## src/rtl/dprot_pkg.sv

```systemverilog
package dprot_pkg;

    localparam int AW   = 32;
    localparam int NGEN = 2;
    localparam logic [5:0] CAUSE_PROT = 6'h23;
    localparam int SYND_MODE_BIT = 8;

    typedef enum logic [1:0] {
        RGN_OPEN    = 2'd0,
        RGN_SCRATCH = 2'd1,
        RGN_MMR     = 2'd2
    } rgn_e;

    typedef enum logic [1:0] {
        SEL_FADDR = 2'd0,
        SEL_FSTAT = 2'd1,
        SEL_RETA  = 2'd2,
        SEL_SYND  = 2'd3
    } rsel_e;

    typedef struct packed {
        logic          vld;
        logic          wr;
        logic [AW-1:0] addr;
    } acc_t;

    typedef struct packed {
        logic user;
        logic gen1;
        logic wr;
    } fstat_t;

    typedef struct packed {
        logic [AW-1:0] faddr;
        fstat_t        fstat;
        logic [AW-1:0] reta;
        logic [AW-1:0] synd;
    } frec_t;

    // Fixed rules with translation disabled.
    function automatic logic rule_hit(rgn_e rgn, logic user, logic is_gen1);
        logic hit;
        hit = 1'b0;
        if (rgn == RGN_MMR && (user || is_gen1))
            hit = 1'b1;
        if (rgn == RGN_SCRATCH && is_gen1)
            hit = 1'b1;
        return hit;
    endfunction

    function automatic logic [AW-1:0] make_synd(logic user);
        logic [AW-1:0] w;
        w = '0;
        w[5:0] = CAUSE_PROT;
        w[SYND_MODE_BIT] = user;
        return w;
    endfunction

endpackage

```

## src/rtl/dprot_capture.sv

```systemverilog
module dprot_capture
    import dprot_pkg::*;
(
    input  logic            clk,
    input  logic            rst,
    input  acc_t [NGEN-1:0] acc,
    input  logic [NGEN-1:0] viol,
    input  logic            user,
    input  logic [AW-1:0]   pc,
    output logic            req,
    output frec_t           rec
);
    frec_t nxt;
    logic  any;

    // Lowest-numbered violating generator wins.
    always_comb begin
        nxt = rec;
        any = 1'b0;
        for (int g = NGEN - 1; g >= 0; g--) begin
            if (viol[g]) begin
                any             = 1'b1;
                nxt.faddr       = acc[g].addr;
                nxt.fstat.wr    = acc[g].wr;
                nxt.fstat.gen1  = (g == 1);
                nxt.fstat.user  = user;
                nxt.reta        = pc;
                nxt.synd        = make_synd(user);
            end
        end
    end

    always_ff @(posedge clk) begin
        if (rst) begin
            req <= 1'b0;
            rec <= '0;
        end else begin
            req <= any;
            rec <= nxt;
        end
    end
endmodule

```

## config.mk

```make
export PLATFORM = sky130hd
export DESIGN_NAME = dprot_capture
export DESIGN_NICKNAME = d
export VERILOG_FILES = /design/src/rtl/dprot_pkg.sv /design/src/rtl/dprot_capture.sv
export SDC_FILE = /design/constraint.sdc
export NUM_CORES = 1
export LEC_CHECK = 0
export ABC_AREA = 1
export BUFFER_PORTS_ARGS = -buffer_cell sky130_fd_sc_hd__buf_2
export CORE_MARGIN = 10
export CORE_UTILIZATION = 45
export CTS_CLUSTER_DIAMETER = 30
export CTS_CLUSTER_SIZE = 20
export DETAILED_ROUTE_END_ITERATION = 8
export GPL_ROUTABILITY_DRIVEN = 0
export PLACE_DENSITY = 0.85
export SETUP_SLACK_MARGIN = 0.15
export SLEW_MARGIN = 20
export SYNTH_ARGS = -nofsm -noshare
export SYNTH_HDL_FRONTEND = slang
export SYNTH_SLANG_ARGS = --single-unit
```

## constraint.sdc

```tcl
create_clock -name clk -period 2.2 [get_ports clk]
set_input_delay 0.55 -clock clk [delete_from_list [all_inputs] [get_ports clk]]
set_output_delay 0.55 -clock clk [all_outputs]
set_load 0.02 [all_outputs]
```

# Word-level counts from Yosys, hierarchy flattened
# Index checks and enable logic that the tools add are counted.
# W data, S select, Z words.
[op_classes] reduce_logical=2 n_mux=4
[ops] cell="$mux W99" count=2
[ops] cell="$mux W1" count=2
[ops] cell="$reduce_bool A2 Y1" count=1
[ops] cell="$reduce_or A2 Y1" count=1
[totals] regBits=72 out_inout_bits=100 word_cells=13

# Depth between registers and ports, before layout
# Gate-level depths: netlist (run 1).
[depth] ltp_word=2 depth_mapped=8 mapped_depth_nobuf=5

# Worst setup path after synthesis (run 1)
# No wires, ideal clock.
[synth_timing] path_type="input-to-reg" from="in viol[0]" to="reg rec[84] (netlist name)" arrival_time_ns=1.243 setup_slack_ns=0.901 required_ns=2.144 cell_stages=8 cell_sequence="buf_4 nor2_8 buf_12 buf_6 nand2_1 nand3_1 nand2_1 inv_1"
[synth_via] elab_chain_cells=1 word_cells_on_any_way=2 classes_between="mux (1); reduce/logical (1)"
[synth_lines] item="start, declared" line="dprot_capture.sv:7" rtl="input logic [NGEN-1:0] viol,"
[synth_lines] item="$mux W99 / $reduce_bool A2 Y1 (equally long branches)"
[synth_lines] item="end signal, assigned" line="dprot_capture.sv:39" rtl="rec <= nxt;"
[synth_lines] item="end, declared" line="dprot_capture.sv:11" rtl="output frec_t rec"
# Parallel ways exist; a longest one is shown, timed or not.
# A chain may end at the register's enable or synchronous reset.

==> results of run 1 <==
==> flip-flops by register name, summed over array words and instances, names as in the netlist <==
register / count
req: 1
rec: 68
==> cells in the final DEF, fill, tap and decap left out <==
cell	count
nand3_1	66
inv_2	1
clkinv_2	1
inv_1	34
nor3_1	1
buf_2	174
nand2_1	99
nor2_8	1
inv_6	2
conb_1	28
clkinv_1	1
clkinvlp_4	2
nor2_1	70
clkinv_4	1
dfxtp_1	69
o21ai_0	33
buf_4	8
clkbuf_8	10
==> routing by layer <==
layer  vias up  global-route usage (%)  routed length, um
li1       1613                       -                  -
met1      1363                    17.1               3490
met2       142                    29.3               4750
met3        21                    5.29                908
met4         0                    7.27                244
met5         -                       0                  0
==> cell type report <==
type / instances / area (um2)
timing repair buffer: 182 / 931
multi-input combinational: 298 / 1260
clock inverter: 6 / 46.3
clock buffer: 10 / 138
fill: 652 / 2770
tap: 80 / 100
sequential: 69 / 1380
inverter: 36 / 135
==> cell usage after synthesis <==
library cell   n  share of area, %
buf_12         1              0.65
buf_2         12               1.9
buf_4         36               8.7
buf_6          2              0.73
buf_8          2              0.97
clkbuf_1       5              0.61
clkbuf_2       1              0.16
conb_1         1              0.12
dfxtp_1       69                45
inv_1         35               4.2
inv_2          1              0.12
nand2_1       99                12
nand3_1       66                11
nor2_1        70               8.5
nor2_8         1              0.65
nor3_1         1              0.16
o21ai_0       33               5.3
==> metrics by stage <==
stage               power, mW  hold slack [ns]
floorplan                1.81            0.559
global placement         1.96            0.456
detailed placement       1.98            0.466
CTS                      2.92            0.408
global route             3.04            0.409
finish                   2.89            0.434
==> worst register-to-register path, delay by kind of cell, from the launching register on <==
family | cells | cell delay, ns
buffers and inverters | 1 | 0.04
DFF | 1 | 0.33
and+or+nand+nor | 3 | 0.18
==> report_power, final <==
part	internal, mW	leakage (nW)	total [mW]	switching (mW)
combinational	0.201	1.73	0.573	0.372
clock	0.448	0.0893	0.939	0.491
sequential	1.34	0.573	1.38	0.0400
==> worst max-delay path by stage <==
stage | endpoint | slack [ns] | cells after the start | start
2_1_floorplan | rec[84]$_SDFFE_PP0P_ | 0.90 | 8 | viol[0]
3_3_place_gp | rec[63]$_SDFFE_PP0P_ | 0.49 | 5 | viol[1]
3_5_place_dp | rec[39]$_SDFFE_PP0P_ | 0.47 | 5 | viol[1]
4_1_cts | rec[8] | 0.75 | 1 | rec[66]$_SDFFE_PP0P_
5_1_grt | rec[36]$_SDFFE_PP0P_ | 0.69 | 5 | viol[1]
6_report | rec[8] | 0.77 | 1 | rec[66]$_SDFFE_PP0P_
==> cells by family after synthesis <==
kind of cell / count (synthesis)
other: 1
buffers and inverters: 95
AO/OA/AOI/OAI: 33
flip-flops: 69
AND/OR/NAND/NOR: 237
==> qor.csv, run 1 <==
metric,value,unit
status,"finished, final reports clean",
cap_violations,0,
fin_util,59.1,%
synth_cells,435,
worst-r2r-setup-slack,1.55,ns
ant_nets,0,
cp_cell_sequence,buf_2,
synth_adder_area_share,0,%
rsz0062_at_grt,no,
clock_path_buffers,2,
grt_pass1_wl,13900,um
worstPathMaxFanout,3,
dieArea,10600,um2
pin_count,205,
synth_cell_types,17,
vias_per_cell,4.61,
syn2layout_area_growth,28.7,%
required,1.65,ns
dp_cells,665,
path_class,flip-flop to output pin,
grt_max_degree,38,
vdd_ir_drop_max,0.407,mV
cts_tree,built,
root_buffer,clkbuf_8,
wl_per_cell,13.8,um
placed_cell_area,3810,um2
ys_ff_latch,69,
grt_pass1_vias,2979,
initial_utilization,45.9,%
synth_area_per_cell,7.13,um2
layout_setup_ws,0.768,ns
worstHoldStart,rst,
antenna_found_initial,0,
h-tree-depth,3,
grt_overflow,0,
io_buffers,174,
worst_pin_slew,0.573,ns
clkLatencyLatePin,0.33,ns
fin_crit,1.43,ns
cp-start-kind,flip-flop,
pre_cts_ws,0.465,ns
die_w,103,um
drtIter0Drc,81,
crit_buf_inv,1,
period_share,65.1,%
clk_pin_slew_worst_paths,0.08,ns
cpPeakStageDelay,0.36,ns
drive_above_1_share,33.3,%
synth_seq_area_share,44.5,%
yosys_warnings,0,
hold_depth,2,
cp_slowest_cell,dfxtp_1,
crit_family,flip-flops,
drc_errors,0,
final_cell_count_no_fill,681,
num_antenna_cells,0,
postCtsHoldBufs,0,
setup_viol,0,
synthMuxAreaShare,0,%
fin_skew,0,ns
synth-compound-area-share,5.32,%
synthSimpleGateAreaFrac,31.9,%
reg2reg_to,rec[82]$_SDFFE_PP0P_,
drt_first_pass_iters,4,
holdPathEnd,req$_SDFF_PP0_,
synth_top_family_by_area,simple AND/OR/NAND/NOR gates,
hold_viol,0,
fin_tns_setup,0,ns
placementRows,30,
vias,3139,
core,6760,um2
dp_hpwl,7320,um
fmaxAchievable,0.698,GHz
fin_area,3990,um2
postRouteWirelength,9400,um
power_density,723,nW/um2
crit_arrival,0.88,ns
hold_path.class,input port to flip-flop,
reg2reg_depth,4,
cts.sinks,69,
cts_resized,0,
track_usage,16.4,%
finalMaxSlewViolations,0,
synth_area,3100,um2
cts_setup_buffers,0,
p_leak,2.39,nW
timing.slew.headroom,61.8,%
worstReg2RegStart,rec[82]$_SDFFE_PP0P_,
final_nets,701,
cts-buffers-inserted,9,
die_h,103,um
yosys.area_share.xor_xnor,0,%
end_kind,output pin,
(Power assumes the default switching activity.)
==> inputs of run 2 (changes only) <==
CORE_UTILIZATION = 42   (was 45)
PLACE_DENSITY = 0.8   (was 0.85)
clock period = 1.4 ns   (was 2.2 ns; I/O delays follow)
==> run 2 against run 1 <==
  * Sequential share of layout area down 0.60 points
  * Wire length up 0.69%
  * Clock-buffer cell count unchanged
  * Combinational power up 61%
  * Via count up 0.45%
  * Core utilization down 2.7 points
  * Sequential power up 57%
  * Critical path depth unchanged
  * Power up 56%
  * Clock skew unchanged
  * Register-to-register slack worse by 0.79 ns
  * Critical endpoint is now rec[66]
  * Largest cell class unchanged
  * Highest routed layer unchanged
==> qor.csv, run 2 (same netlist as run 1, synthesis figures left out) <==
metric,value,unit
status,"finished, final reports clean",
track_usage,16.1,%
crit_buf_inv,1,
wl_per_cell,13.5,um
cp_cell_sequence,buf_2,
top_regs,"rec x68, req x1",
fin_tns_setup,0,ns
dieArea,11200,um2
antenna_found_initial,0,
vias,3153,
hold_path.class,input port to flip-flop,
fin_crit,1.22,ns
cts_setup_buffers,0,
final_cell_count_no_fill,703,
rsz0062_at_grt,yes,
core,7210,um2
num_antenna_cells,0,
fin_area,4070,um2
syn2layout_area_growth,31.1,%
worstPathMaxFanout,3,
final_nets,704,
crit_arrival,0.87,ns
drt_first_pass_iters,4,
grt_pass1_wl,15100,um
timing.slew.headroom,62.5,%
h-tree-depth,3,
cts-buffers-inserted,9,
clkLatencyLatePin,0.33,ns
vdd_ir_drop_max,0.626,mV
pre_cts_ws,0.0513,ns
postRouteWirelength,9460,um
required,1.05,ns
grt_pass1_vias,3138,
pin_count,205,
io_buffers,174,
fin_skew,0,ns
cts_tree,built,
whs,0.231,ns
dp_cells,687,
cap_violations,0,
final_common_cell,buf_2,
crit_family,flip-flops,
placementRows,31,
layout_common_cells,"165 x buf_2, 99 x nand2_1, 70 x nor2_1",
period_share,86.8,%
drc_errors,0,
path_class,flip-flop to output pin,
die_w,106,um
drive_above_1_share,33.6,%
regMostFlops,rec,
vias_per_cell,4.49,
clock_path_buffers,2,
clk_pin_slew_worst_paths,0.09,ns
dp_hpwl,7320,um
fin_util,56.3,%
fmaxAchievable,0.823,GHz
hold_viol,0,
p_leak,2.41,nW
finalMaxSlewViolations,0,
placed_cell_area,3870,um2
die_h,106,um
root_buffer,clkbuf_8,
power.total,4.51,mW
drtIter0Drc,104,
cts_resized,0,
worst_pin_slew,0.562,ns
cts.sinks,69,
cp-start-kind,flip-flop,
cpPeakStageDelay,0.35,ns
initial_utilization,43.0,%
cp_slowest_cell,dfxtp_1,
power_density,1110,nW/um2
end_kind,output pin,
grt_overflow,0,
layout_setup_ws,0.184,ns
setup_viol,0,
ant_nets,0,
largest_reg_flops,68,
postCtsHoldBufs,0,
fill_cells,716,
grt_max_degree,67,
run 2: cell type report:
type                       count  area (um2)  area share, %
inverter                      36         135           3.32
sequential                    69        1380           34.0
clock buffer                  10         128           3.14
clock inverter                 6        47.5           1.17
tap                           99         124           3.05
timing repair buffer         185         988           24.3
multi-input combinational    298        1260           31.0
run 2: path summary, 6_finish.rpt:
path,cells after the start,slack [ns],start,to
setup / recovery,1,0.18,rec[66]$_SDFFE_PP0P_,rec[66]
hold / removal,2,0.23,rst,rec[5]$_SDFFE_PP0P_
setup reg to reg,4,0.76,rec[67]$_SDFFE_PP0P_,rec[67]$_SDFFE_PP0P_
hold reg to reg,2,0.48,rec[35]$_SDFFE_PP0P_,rec[35]$_SDFFE_PP0P_
run 2: per-layer routing:
layer / wire [um] / up-vias / global-route usage, %
met4: 183 / 0 / 6.00
met5: 0 / - / 0
met1: 3720 / 1410 / 17.2
met3: 779 / 16 / 6.22
li1: - / 1617 / -
met2: 4780 / 110 / 28.3
run 2: power by group:
| part | internal (mW) | leakage (nW) | switching (mW) | total, mW |
|---|---|---|---|---|
| Clock | 0.655 | 0.0868 | 0.767 | 1.42 |
| Sequential | 2.10 | 0.574 | 0.0630 | 2.16 |
| Combinational | 0.335 | 1.75 | 0.588 | 0.923 |
==> inputs of run 3 (changes only) <==
ABC_AREA = not set   (was 1)
CORE_MARGIN = not set   (was 10)
CORE_UTILIZATION = 43   (was 42)
PLACE_DENSITY = 0.81   (was 0.8)
==> run 3 against run 2 <==
  * Flip-flop and latch count did not move
  * Sequential power about the same
  * Power increased by 5.0%
  * Die area down 30%
  * Via count down 8.3%
  * Register-to-register slack worse by 0.26 ns
  * Combinational power increased by 2.9%
  * Sequential share of layout area down 1.8 points
  * First-iteration DRC count decreased by 39%
  * Maximum frequency grew 0.71%
  * Setup slack improved by 0.0086 ns
  * Synthesized cell count shrank 22%
  * Largest cell class is now multi-input gates
==> qor.csv, run 3 <==
metric,value,unit
status,"finished, final reports clean",
cpPeakStageDelay,0.36,ns
fill_cells,675,
placementRows,31,
async_reset_ff_share,0,%
end_kind,output pin,
synth_seq_area_share,42.5,%
drtIter0Drc,63,
crit_buf_inv,1,
clk_pin_slew_worst_paths,0.07,ns
fin_crit,1.21,ns
ant_nets,0,
die_h,88.9,um
yosysMostFrequentCell,dfxtp_1,
hold_path.class,input port to flip-flop,
final_nets,602,
crit_arrival,0.86,ns
fmaxAchievable,0.829,GHz
clkLatencyLatePin,0.32,ns
layout_setup_ws,0.193,ns
dieArea,7910,um2
cts_tree,built,
top_regs,"rec x68, req x1",
cp-start-kind,flip-flop,
synth_top_area_share,42.5,%
setup_viol,0,
initial_utilization,44.6,%
fin_area,4290,um2
crit_family,flip-flops,
track_usage,18.6,%
period_share,86.2,%
fin_util,58.8,%
grt_max_degree,55,
grt_overflow,0,
drt_first_pass_iters,4,
largest_reg_flops,68,
synth_cells,339,
worstPathMaxFanout,2,
synth_area_per_cell,9.59,um2
drive_above_1_share,39.6,%
cap_violations,0,
root_buffer,clkbuf_8,
synth_cell_types,17,
rsz0062_at_grt,no,
layout_common_cells,"169 x buf_2, 68 x dfxtp_1",
cp_slowest_cell,dfxtp_1,
io_buffers,174,
yosysTopAreaCell,dfxtp_1,
cts-buffers-inserted,9,
grt_pass1_wl,11400,um
placed_cell_area,4080,um2
vias_per_cell,4.83,
dp_hpwl,5310,um
core,7290,um2
synth-edff-count,0,
final_common_cell,buf_2,
wl_per_cell,12.8,um
fin_tns_setup,0,ns
syn2layout_area_growth,31.9,%
finalMaxSlewViolations,0,
drc_errors,0,
antenna_found_initial,0,
postRouteWirelength,7640,um
postCtsHoldBufs,0,
yosys_warnings,0,
power_density,1100,nW/um2
cts_resized,0,
ys_ff_latch,69,
h-tree-depth,3,
cts_setup_buffers,0,
regMostFlops,rec,
hold_viol,0,
p_leak,2.05,nW
ys_top_cells_by_area,"dfxtp_1 42%, mux2i_1 10%, or3b_1 8.9%, a211oi_1 7.6%, buf_4 7.4%",
clock_path_buffers,2,
fin_skew,0,ns
grt_pass1_vias,2582,
die_w,88.9,um
cts.sinks,69,
synth_ff_type,dfxtp_1,
vias,2892,
pin_count,205,
vdd_ir_drop_max,0.536,mV
synth_area,3250,um2
pre_cts_ws,0.0793,ns
num_antenna_cells,0,
required,1.05,ns
cp_cell_sequence,buf_2,
path_class,flip-flop to output pin,
## run 3: metal layers
metal	track usage (%)	part of all wire, %	vias up
met5	0	0	-
met2	32.9	49	126
met4	7.94	1.4	0
met1	21.6	43	1302
li1	-	-	1454
met3	4.25	6.8	10
## run 3: where the power goes
| group | leakage [nW] | total, mW | internal (mW) | switching, mW |
|---|---|---|---|---|
| Combinational | 1.38 | 0.950 | 0.395 | 0.555 |
| Clock | 0.102 | 1.62 | 0.951 | 0.671 |
| Sequential | 0.574 | 2.16 | 2.10 | 0.0614 |
## run 3: worst register-to-register path, cell delays in order, from the launching register on
cell     delay (ns)
dfxtp_1        0.33
or3b_1         0.34
a21oi_1        0.15
## run 3: kinds of logic after synthesis
family                 count (synthesis)  synth area share, %
muxes                                 33                 10.2
buffers and inverters                 65                 13.4
DFF                                   69                 42.5
AOI/OAI and AO/OA                     99                 17.8
other                                  1                0.115
and+or+nand+nor                       72                 16.0
## run 3: worst paths after layout
check                                          start                    to  slack, ns  depth (start not counted)
worst max-delay path            rec[94]$_SDFFE_PP0P_               rec[94]       0.19                          1
worst max register to register  rec[37]$_SDFFE_PP0P_  rec[37]$_SDFFE_PP0P_       0.50                          2
worst min-delay path                           pc[4]  rec[36]$_SDFFE_PP0P_       0.28                          3
worst min register to register  rec[65]$_SDFFE_PP0P_  rec[65]$_SDFFE_PP0P_       0.49                          2
## run 3: layout make-up
| type | instances | area [um2] | share of cell area (%) |
|---|---|---|---|
| clock inverter | 1 | 30.0 | 0.700 |
| multi-input combinational | 232 | 1530 | 35.8 |
| tap | 99 | 124 | 2.89 |
| sequential | 69 | 1380 | 32.2 |
| clock buffer | 13 | 169 | 3.94 |
| timing repair buffer | 184 | 1050 | 24.4 |
| inverter | 1 | 3.75 | 0.0875 |
## run 3: stage by stage
step	hold WS [ns]	total power, mW	std cells
floorplan	0.511	2.86	366
global placement	0.475	3.13	585
detailed placement	0.482	3.15	585
CTS	0.260	4.80	599
global route	0.276	4.97	599
finish	0.282	4.73	599
